### src/rtl/usb_oep_pkg.sv
`timescale 1ns/1ps
package usb_oep_pkg;
   typedef enum logic [1:0] {
      HS_NONE  = 2'b00,
      HS_ACK   = 2'b01,
      HS_NAK   = 2'b10,
      HS_STALL = 2'b11
   } hs_e;
endpackage

### src/rtl/oep_rx_ctrl.sv
`timescale 1ns/1ps
module oep_rx_ctrl
   import usb_oep_pkg::*;
(
   input  logic       clk,
   input  logic       rst_n,
   input  logic       iso,
   input  logic       stall_req,
   input  logic       clr_tog,
   input  logic       tok,
   input  logic       vld,
   input  logic       eop,
   input  logic       pid_odd,
   input  logic       rx_err,
   input  logic       full,
   output logic       open,
   output logic       wr_en,
   output logic       commit,
   output logic       stall_pulse,
   output logic       ovr_pulse,
   output logic       hs_strobe,
   output hs_e        hs_code
);
   logic active, room, tog;

   assign stall_pulse = tok && !iso && stall_req;
   assign open        = tok && !stall_pulse;
   assign wr_en       = vld && active && room;
   assign commit      = eop && active && room && (iso || (!rx_err && (pid_odd == tog)));
   assign ovr_pulse   = eop && active && iso && !room;

   always_ff @(posedge clk or negedge rst_n) begin
      if (!rst_n) begin
         active    <= 1'b0;
         room      <= 1'b0;
         hs_strobe <= 1'b0;
         hs_code   <= HS_NONE;
      end else begin
         hs_strobe <= 1'b0;
         if (stall_pulse) begin
            hs_strobe <= 1'b1;
            hs_code   <= HS_STALL;
            active    <= 1'b0;
         end else if (tok) begin
            active <= 1'b1;
            room   <= !full;
         end else if (eop && active) begin
            active <= 1'b0;
            if (!iso && !rx_err) begin
               hs_strobe <= 1'b1;
               hs_code   <= room ? HS_ACK : HS_NAK;
            end
         end
      end
   end

   always_ff @(posedge clk or negedge rst_n) begin
      if (!rst_n)                tog <= 1'b0;
      else if (clr_tog)          tog <= 1'b0;
      else if (commit && !iso)   tog <= ~tog;
   end


   stall_reply_chk: assert property (@(posedge clk) disable iff (!rst_n)
      (tok && !iso && stall_req) |=> (hs_strobe && hs_code == HS_STALL));

   iso_quiet_chk: assert property (@(posedge clk) disable iff (!rst_n)
      (eop && iso && !tok) |=> !hs_strobe);

   err_quiet_chk: assert property (@(posedge clk) disable iff (!rst_n)
      (eop && !iso && rx_err && !tok) |=> !hs_strobe);
endmodule

### src/rtl/oep_pkt_store.sv
`timescale 1ns/1ps
module oep_pkt_store #(
   parameter  int MAX_PKT     = 64,
   parameter  bit DBL_CAPABLE = 1'b1,
   localparam int PTR_W       = $clog2(MAX_PKT),
   localparam int CNT_W       = PTR_W + 1
) (
   input  logic             clk,
   input  logic             rst_n,
   input  logic             dbl,
   input  logic             open,
   input  logic             wr_en,
   input  logic [7:0]       wr_data,
   input  logic             commit,
   input  logic             commit_err,
   input  logic             pop,
   input  logic             rd_en,
   output logic             full,
   output logic             any,
   output logic [7:0]       rd_data,
   output logic [CNT_W-1:0] cur_len,
   output logic             cur_err,
   output logic             last_rd
);
   localparam logic [CNT_W-1:0] LIMIT = CNT_W'(MAX_PKT);

   logic [7:0]       mem [2*MAX_PKT];
   logic [CNT_W-1:0] wcnt, rptr;
   logic [CNT_W-1:0] len_q [2];
   logic             err_q [2];
   logic             wsel, rsel, cap_two, do_pop;
   logic [1:0]       held;

   if (DBL_CAPABLE) begin : g_dbl
      assign cap_two = dbl;
   end else begin : g_sgl
      logic dbl_unused;
      assign dbl_unused = dbl;
      assign cap_two    = 1'b0;
   end

   assign any     = (held != 2'd0);
   assign full    = cap_two ? (held == 2'd2) : any;
   assign do_pop  = pop && any;
   assign cur_len = len_q[rsel];
   assign cur_err = err_q[rsel];
   assign rd_data = mem[{rsel, rptr[PTR_W-1:0]}];
   assign last_rd = rd_en && any && ((rptr + CNT_W'(1)) == cur_len);

   always_ff @(posedge clk) begin
      if (wr_en && wcnt < LIMIT) mem[{wsel, wcnt[PTR_W-1:0]}] <= wr_data;
   end

   always_ff @(posedge clk or negedge rst_n) begin
      if (!rst_n) begin
         wcnt     <= '0;
         rptr     <= '0;
         wsel     <= 1'b0;
         rsel     <= 1'b0;
         held     <= 2'd0;
         len_q[0] <= '0;
         len_q[1] <= '0;
         err_q[0] <= 1'b0;
         err_q[1] <= 1'b0;
      end else begin
         if (open)                            wcnt <= '0;
         else if (wr_en && wcnt < LIMIT)      wcnt <= wcnt + CNT_W'(1);
         if (commit) begin
            len_q[wsel] <= wcnt;
            err_q[wsel] <= commit_err;
            wsel        <= ~wsel;
         end
         if (do_pop) begin
            rsel <= ~rsel;
            rptr <= '0;
         end else if (rd_en && any && rptr < cur_len) begin
            rptr <= rptr + CNT_W'(1);
         end
         case ({commit, do_pop})
            2'b10:   held <= held + 2'd1;
            2'b01:   held <= held - 2'd1;
            default: held <= held;
         endcase
      end
   end


   held_bound_chk: assert property (@(posedge clk) disable iff (!rst_n)
      held <= 2'd2);

   commit_room_chk: assert property (@(posedge clk) disable iff (!rst_n)
      commit |-> !full);
endmodule

### src/rtl/usb_out_ep.sv
`timescale 1ns/1ps
module usb_out_ep
   import usb_oep_pkg::*;
#(
   parameter  int MAX_PKT     = 64,
   parameter  bit DBL_CAPABLE = 1'b1,
   localparam int CNT_W       = $clog2(MAX_PKT) + 1
) (
   input  logic             clk,
   input  logic             rst_n,
   input  logic             cfg_iso,
   input  logic             cfg_dbl,
   input  logic             cfg_autoclr,
   input  logic             cfg_stall,
   input  logic [CNT_W-1:0] cfg_max,
   input  logic             irq_en,
   input  logic             tok_out,
   input  logic             rx_vld,
   input  logic [7:0]       rx_byte,
   input  logic             rx_eop,
   input  logic             rx_pid_odd,
   input  logic             rx_err,
   output logic             hs_strobe,
   output logic [1:0]       hs_code,
   input  logic             fw_clr_toggle,
   input  logic             fw_flush,
   input  logic             fw_pkt_done,
   input  logic             fw_clr_sent_stall,
   input  logic             fw_clr_overrun,
   input  logic             rd_en,
   output logic [7:0]       rd_data,
   output logic             pkt_rdy,
   output logic             fifo_full,
   output logic             data_err,
   output logic             overrun,
   output logic             sent_stall,
   output logic [CNT_W-1:0] rx_count,
   output logic             irq
);
   if (MAX_PKT < 2 || (MAX_PKT & (MAX_PKT - 1)) != 0) begin : g_bad_max
      $error("MAX_PKT must be a power of two of at least 2");
   end

   logic open, wr_en, commit, stall_pulse, ovr_pulse, pop, last_rd, cur_err;
   logic [CNT_W-1:0] cur_len;
   hs_e  hs_q;

   oep_rx_ctrl u_ctrl (
      .clk(clk), .rst_n(rst_n), .iso(cfg_iso), .stall_req(cfg_stall),
      .clr_tog(fw_clr_toggle), .tok(tok_out), .vld(rx_vld), .eop(rx_eop),
      .pid_odd(rx_pid_odd), .rx_err(rx_err), .full(fifo_full),
      .open(open), .wr_en(wr_en), .commit(commit), .stall_pulse(stall_pulse),
      .ovr_pulse(ovr_pulse), .hs_strobe(hs_strobe), .hs_code(hs_q)
   );

   oep_pkt_store #(.MAX_PKT(MAX_PKT), .DBL_CAPABLE(DBL_CAPABLE)) u_store (
      .clk(clk), .rst_n(rst_n), .dbl(cfg_dbl), .open(open), .wr_en(wr_en),
      .wr_data(rx_byte), .commit(commit), .commit_err(rx_err), .pop(pop),
      .rd_en(rd_en), .full(fifo_full), .any(pkt_rdy), .rd_data(rd_data),
      .cur_len(cur_len), .cur_err(cur_err), .last_rd(last_rd)
   );

   assign hs_code  = hs_q;
   assign pop      = fw_pkt_done || fw_flush ||
                     (cfg_autoclr && last_rd && cur_len == cfg_max);
   assign rx_count = pkt_rdy ? cur_len : '0;
   assign data_err = pkt_rdy && cfg_iso && cur_err;
   assign irq      = irq_en && (pkt_rdy || sent_stall);

   always_ff @(posedge clk or negedge rst_n) begin
      if (!rst_n) begin
         sent_stall <= 1'b0;
         overrun    <= 1'b0;
      end else begin
         sent_stall <= stall_pulse || (sent_stall && !fw_clr_sent_stall);
         overrun    <= ovr_pulse   || (overrun && !fw_clr_overrun);
      end
   end


   single_full_chk: assert property (@(posedge clk) disable iff (!rst_n)
      (!cfg_dbl && pkt_rdy) |-> fifo_full);

   derr_rdy_chk: assert property (@(posedge clk) disable iff (!rst_n)
      data_err |-> (pkt_rdy && cfg_iso));

   stall_flag_chk: assert property (@(posedge clk) disable iff (!rst_n)
      stall_pulse |=> sent_stall);

   flush_single_chk: assert property (@(posedge clk) disable iff (!rst_n)
      (fw_flush && pkt_rdy && !cfg_dbl && !rx_eop) |=> !pkt_rdy);
endmodule

### config.mk
export PLATFORM = sky130hd
export DESIGN_NAME = usb_out_ep
export DESIGN_NICKNAME = d
export VERILOG_FILES = /design/src/rtl/usb_oep_pkg.sv /design/src/rtl/oep_rx_ctrl.sv /design/src/rtl/oep_pkt_store.sv /design/src/rtl/usb_out_ep.sv
export SDC_FILE = /design/constraint.sdc
export NUM_CORES = 1
export LEC_CHECK = 0
export ABC_AREA = 1
export BUFFER_PORTS_ARGS = -buffer_cell sky130_fd_sc_hd__buf_2
export CELL_PAD_IN_SITES_DETAIL_PLACEMENT = 2
export CELL_PAD_IN_SITES_GLOBAL_PLACEMENT = 2
export CORE_ASPECT_RATIO = 1.5
export CORE_UTILIZATION = 35
export CTS_CLUSTER_DIAMETER = 30
export DETAILED_ROUTE_END_ITERATION = 8
export HOLD_SLACK_MARGIN = 0.06
export PLACE_DENSITY_LB_ADDON = 0.08
export SETUP_SLACK_MARGIN = 0.1
export SLEW_MARGIN = 10
export SYNTH_ARGS = -nofsm -noshare
export SYNTH_HDL_FRONTEND = slang
export SYNTH_HIERARCHICAL = 1
export SYNTH_SLANG_ARGS = --single-unit
### constraint.sdc
create_clock -name clk -period 8.8 [get_ports clk]
set_input_delay 1.32 -clock clk [delete_from_list [all_inputs] [get_ports clk]]
set_output_delay 1.32 -clock clk [all_outputs]
set_load 0.005 [all_outputs]
==> metrics.cfg <==
[timing]
setup_violations = 0
tns_ns = 0
slew_headroom = 0.2191
skew_ns = 0.03406
fmax_ghz = 0.1602
rsz0062_at_grt = false
finalCritPeriodShare = 0.7093
hold-worst-slack_ns = 0.4770
fin_crit_ns = 6.242
hold_violations = 0
max_slew.worst_pin.slew_ns = 1.171
maxSlewViolCount = 0

[die]
rows = 159
coreArea_mm2 = 0.1253
start_util = 0.3533
io_pins = 57
die_h_um = 437.6
dieArea_mm2 = 0.1280
die_x_um = 292.4

[synth]
synth.ff_latch_count = 1066
synth_area_mm2 = 0.04428
ys_seq_area_frac = 0.7181
yosysTopAreaCellShare = 0.6944
synthesis.nets = 3925
yosysWarnings = 6
ys_types = 34
synthTopCellsByArea = edfxtp_1, nand2_1, nand3_1, dfrtp_1, nor2_1
syn-instance-count = 3882
syn_avg_cell_area_um2 = 11.41
yosys.area.top_type = edfxtp_1

[setup_path]
worstPathCellList = buf_4 -> buf_12 -> nand2_1 -> nand3_1 -> nand3_1 -> nand3_1 -> nand2_1 -> nand2_1 -> nand3_1 -> nand2_1 -> nand2_1 -> nand2_1 -> buf_2
end_kind = primary output
crit_top_cell = nand2_1
cp_slowest_cell = dfrtp_4
cp.required_ns = 7.48
slowest_delay_ns = 1.06
rrSetupSlack_ns = 4.12
crit_path_start_kind = flip-flop
crit_arrival_ns = 4.92
cp_max_fo = 132
critPathKind = flip-flop to primary output

[drt]
ant_nets = 0
drt_iter0_drc = 1627
drc = 0
dr.max_layer_used = met4
m1WireLength_um = 61780
wl_met2_um = 81150
vias = 30607
wl_per_cell_um = 26.79
met3_length_um = 4331
drt_wl_total_um = 152900
via_per_inst = 5.364
first_pass_iters = 5

[clock_network]
cts_setup_buffers = 0
cts_buffer_depth = 3
postCtsHoldBufs = 0
tritoncts = done
worst_skew_pair.late_latency_ns = 0.80
cts_sinks = 1066
cts_max_level = 4
ctsRootBufferMaster = clkbuf_16
cts_resized = 0
numCtsBuffers = 184
path_clk_slew_ns = 0.05

[min_path]
min_path_type = flip-flop to flip-flop

[power_and_ir_drop]
ir_worst_vdd_mv = 0.1702
p_leak_uw = 0.01880
p_per_area_mw_per_mm2 = 315.5
finalPower_uw = 16430

[place]
hpwl_um = 87880
gp_congestion = 0.7539
io_buffers = 56

[grt]
antenna_found_initial = 3
grt_pass1_wl_um = 226000
grt_use_total = 0.2417
grt_overflow = 0
grt_start_max_net_pins = 133
grt_pass1_vias = 33522

[run_status]
status = finished, final reports clean

[flow_run]
maxCapViolations = 0

[finish]
postLayoutCoreUtil = 0.4155
drive_above_1_share = 0.1024
final_nets = 3978
synthToLayoutAreaGrowth_pct = 17.59

[metrics by stage]
step                      area [um2]  cells  setup WS [ns]
after floorplan                44280   3882          5.501
after global placement         45860   5359          3.386
after detailed placement       45860   5359          3.402
after CTS                      52060   5703          2.478
after global routing           52060   5704          2.265
final                          52070   5706          2.558
[worst max-delay path, delay by kind of cell (launching register included)]
| kind | cells | cell delay [ns] |
|---|---|---|
| flops | 1 | 1.06 |
| simple gates | 10 | 1.41 |
| buf+inv | 3 | 1.41 |
[layer usage]
layer / track usage / vias up
met4: 0.09956 / 0
met5: 0 / -
met2: 0.4411 / 533
met1: 0.2855 / 16081
met3: 0.02892 / 250
li1: - / 13743
[cells in the mapped netlist]
| cell type | count |
|---|---|
| nor4_1 | 4 |
| xnor2_1 | 4 |
| o21bai_1 | 2 |
| edfxtp_1 | 1024 |
| clkbuf_1 | 74 |
| nand3_1 | 940 |
| nor2_4 | 1 |
| nand3_2 | 3 |
| a21boi_0 | 1 |
| buf_4 | 20 |
| nand3b_1 | 1 |
| o21ai_0 | 33 |
| nand4_2 | 1 |
| buf_1 | 20 |
| nor3_1 | 13 |
| inv_1 | 66 |
| and3_1 | 1 |
| dfrtp_1 | 42 |
| nor2_2 | 1 |
| nand4_1 | 8 |
| clkinv_1 | 3 |
| ha_1 | 10 |
| buf_6 | 25 |
| nor2_1 | 146 |
| or2_2 | 7 |
| o21a_1 | 5 |
| clkbuf_2 | 1 |
| buf_2 | 103 |
| nand2_2 | 2 |
| xor2_1 | 7 |
| nand2_1 | 1300 |
| o21ai_1 | 1 |
| a21oi_1 | 11 |
| inv_2 | 2 |
[cell type report]
class / count / area, um2
fillers: 12798 / 73260
flip-flops and latches: 1066 / 31820
multi-input cells: 2502 / 10910
clock buffers: 217 / 4866
well taps: 1610 / 2014
clock inverters: 127 / 1338
repair buffers: 110 / 830.8
inverters: 71 / 284.0
diodes: 3 / 7.507
[where the power goes]
group | leakage (uW) | total, uW | internal, uW | switching (uW)
logic | 0.00605 | 3560 | 914 | 2650
clock network | 0.00301 | 7150 | 4640 | 2510
registers | 0.00975 | 5710 | 5610 | 103
[sequential cells by signal, indices dropped and copies added, names as in the netlist]
name              count
overrun               1
sent_stall            1
u_ctrl/active         1
u_ctrl/hs_code        2
u_ctrl/hs_strobe      1
u_ctrl/room           1
u_ctrl/tog            1
u_store/err_q         2
u_store/held          2
u_store/len_q        14
u_store/mem        1024
u_store/rptr          7
u_store/rsel          1
u_store/wcnt          7
u_store/wsel          1
[logic make-up (layout without fill, tap and decap cells)]
group / count (synthesis) / in the layout / share of synthesized area
buffers and inverters: 314 / 525 / 0.03549
and+or+nand+nor: 2428 / 2428 / 0.2349
other: 0 / 3 / 0
adders and majority gates: 10 / 10 / 0.002826
xor gates and xnor gates: 11 / 11 / 0.002176
AOI/OAI and AO/OA: 53 / 53 / 0.006442
DFF: 1066 / 1066 / 0.7181
[worst paths after layout]
| path | start | end | cells after the start |
|---|---|---|---|
| worst max-delay path | u_store/rptr[0]$_DFFE_PN0P_ | rd_data[1] | 13 |
| worst max register to register | u_store/rptr[3]$_DFFE_PN0P_ | u_store/held[1]$_DFFE_PN0P_ | 21 |
| worst min register to register | u_store/held[1]$_DFFE_PN0P_ | u_store/held[1]$_DFFE_PN0P_ | 1 |
| min in group asynchronous | rst_n | u_ctrl/tog$_DFFE_PN0P_ | 2 |
| worst min-delay path | u_store/held[1]$_DFFE_PN0P_ | u_store/held[1]$_DFFE_PN0P_ | 1 |
| max in group asynchronous | rst_n | u_store/rptr[3]$_DFFE_PN0P_ | 2 |
[placed cells by master (no fill, tap or decap), types with 26 or more instances in the layout]
cell type / count
buf_2: 48
nand3_1: 940
nor2_1: 146
clkbuf_16: 190
clkbuf_1: 26
nand2_1: 1300
o21ai_0: 33
edfxtp_1: 1024
clkinv_2: 31
buf_4: 52
clkinv_1: 36
dfrtp_1: 38
inv_1: 64
No activity file was read; power rests on OpenSTA's default activity.
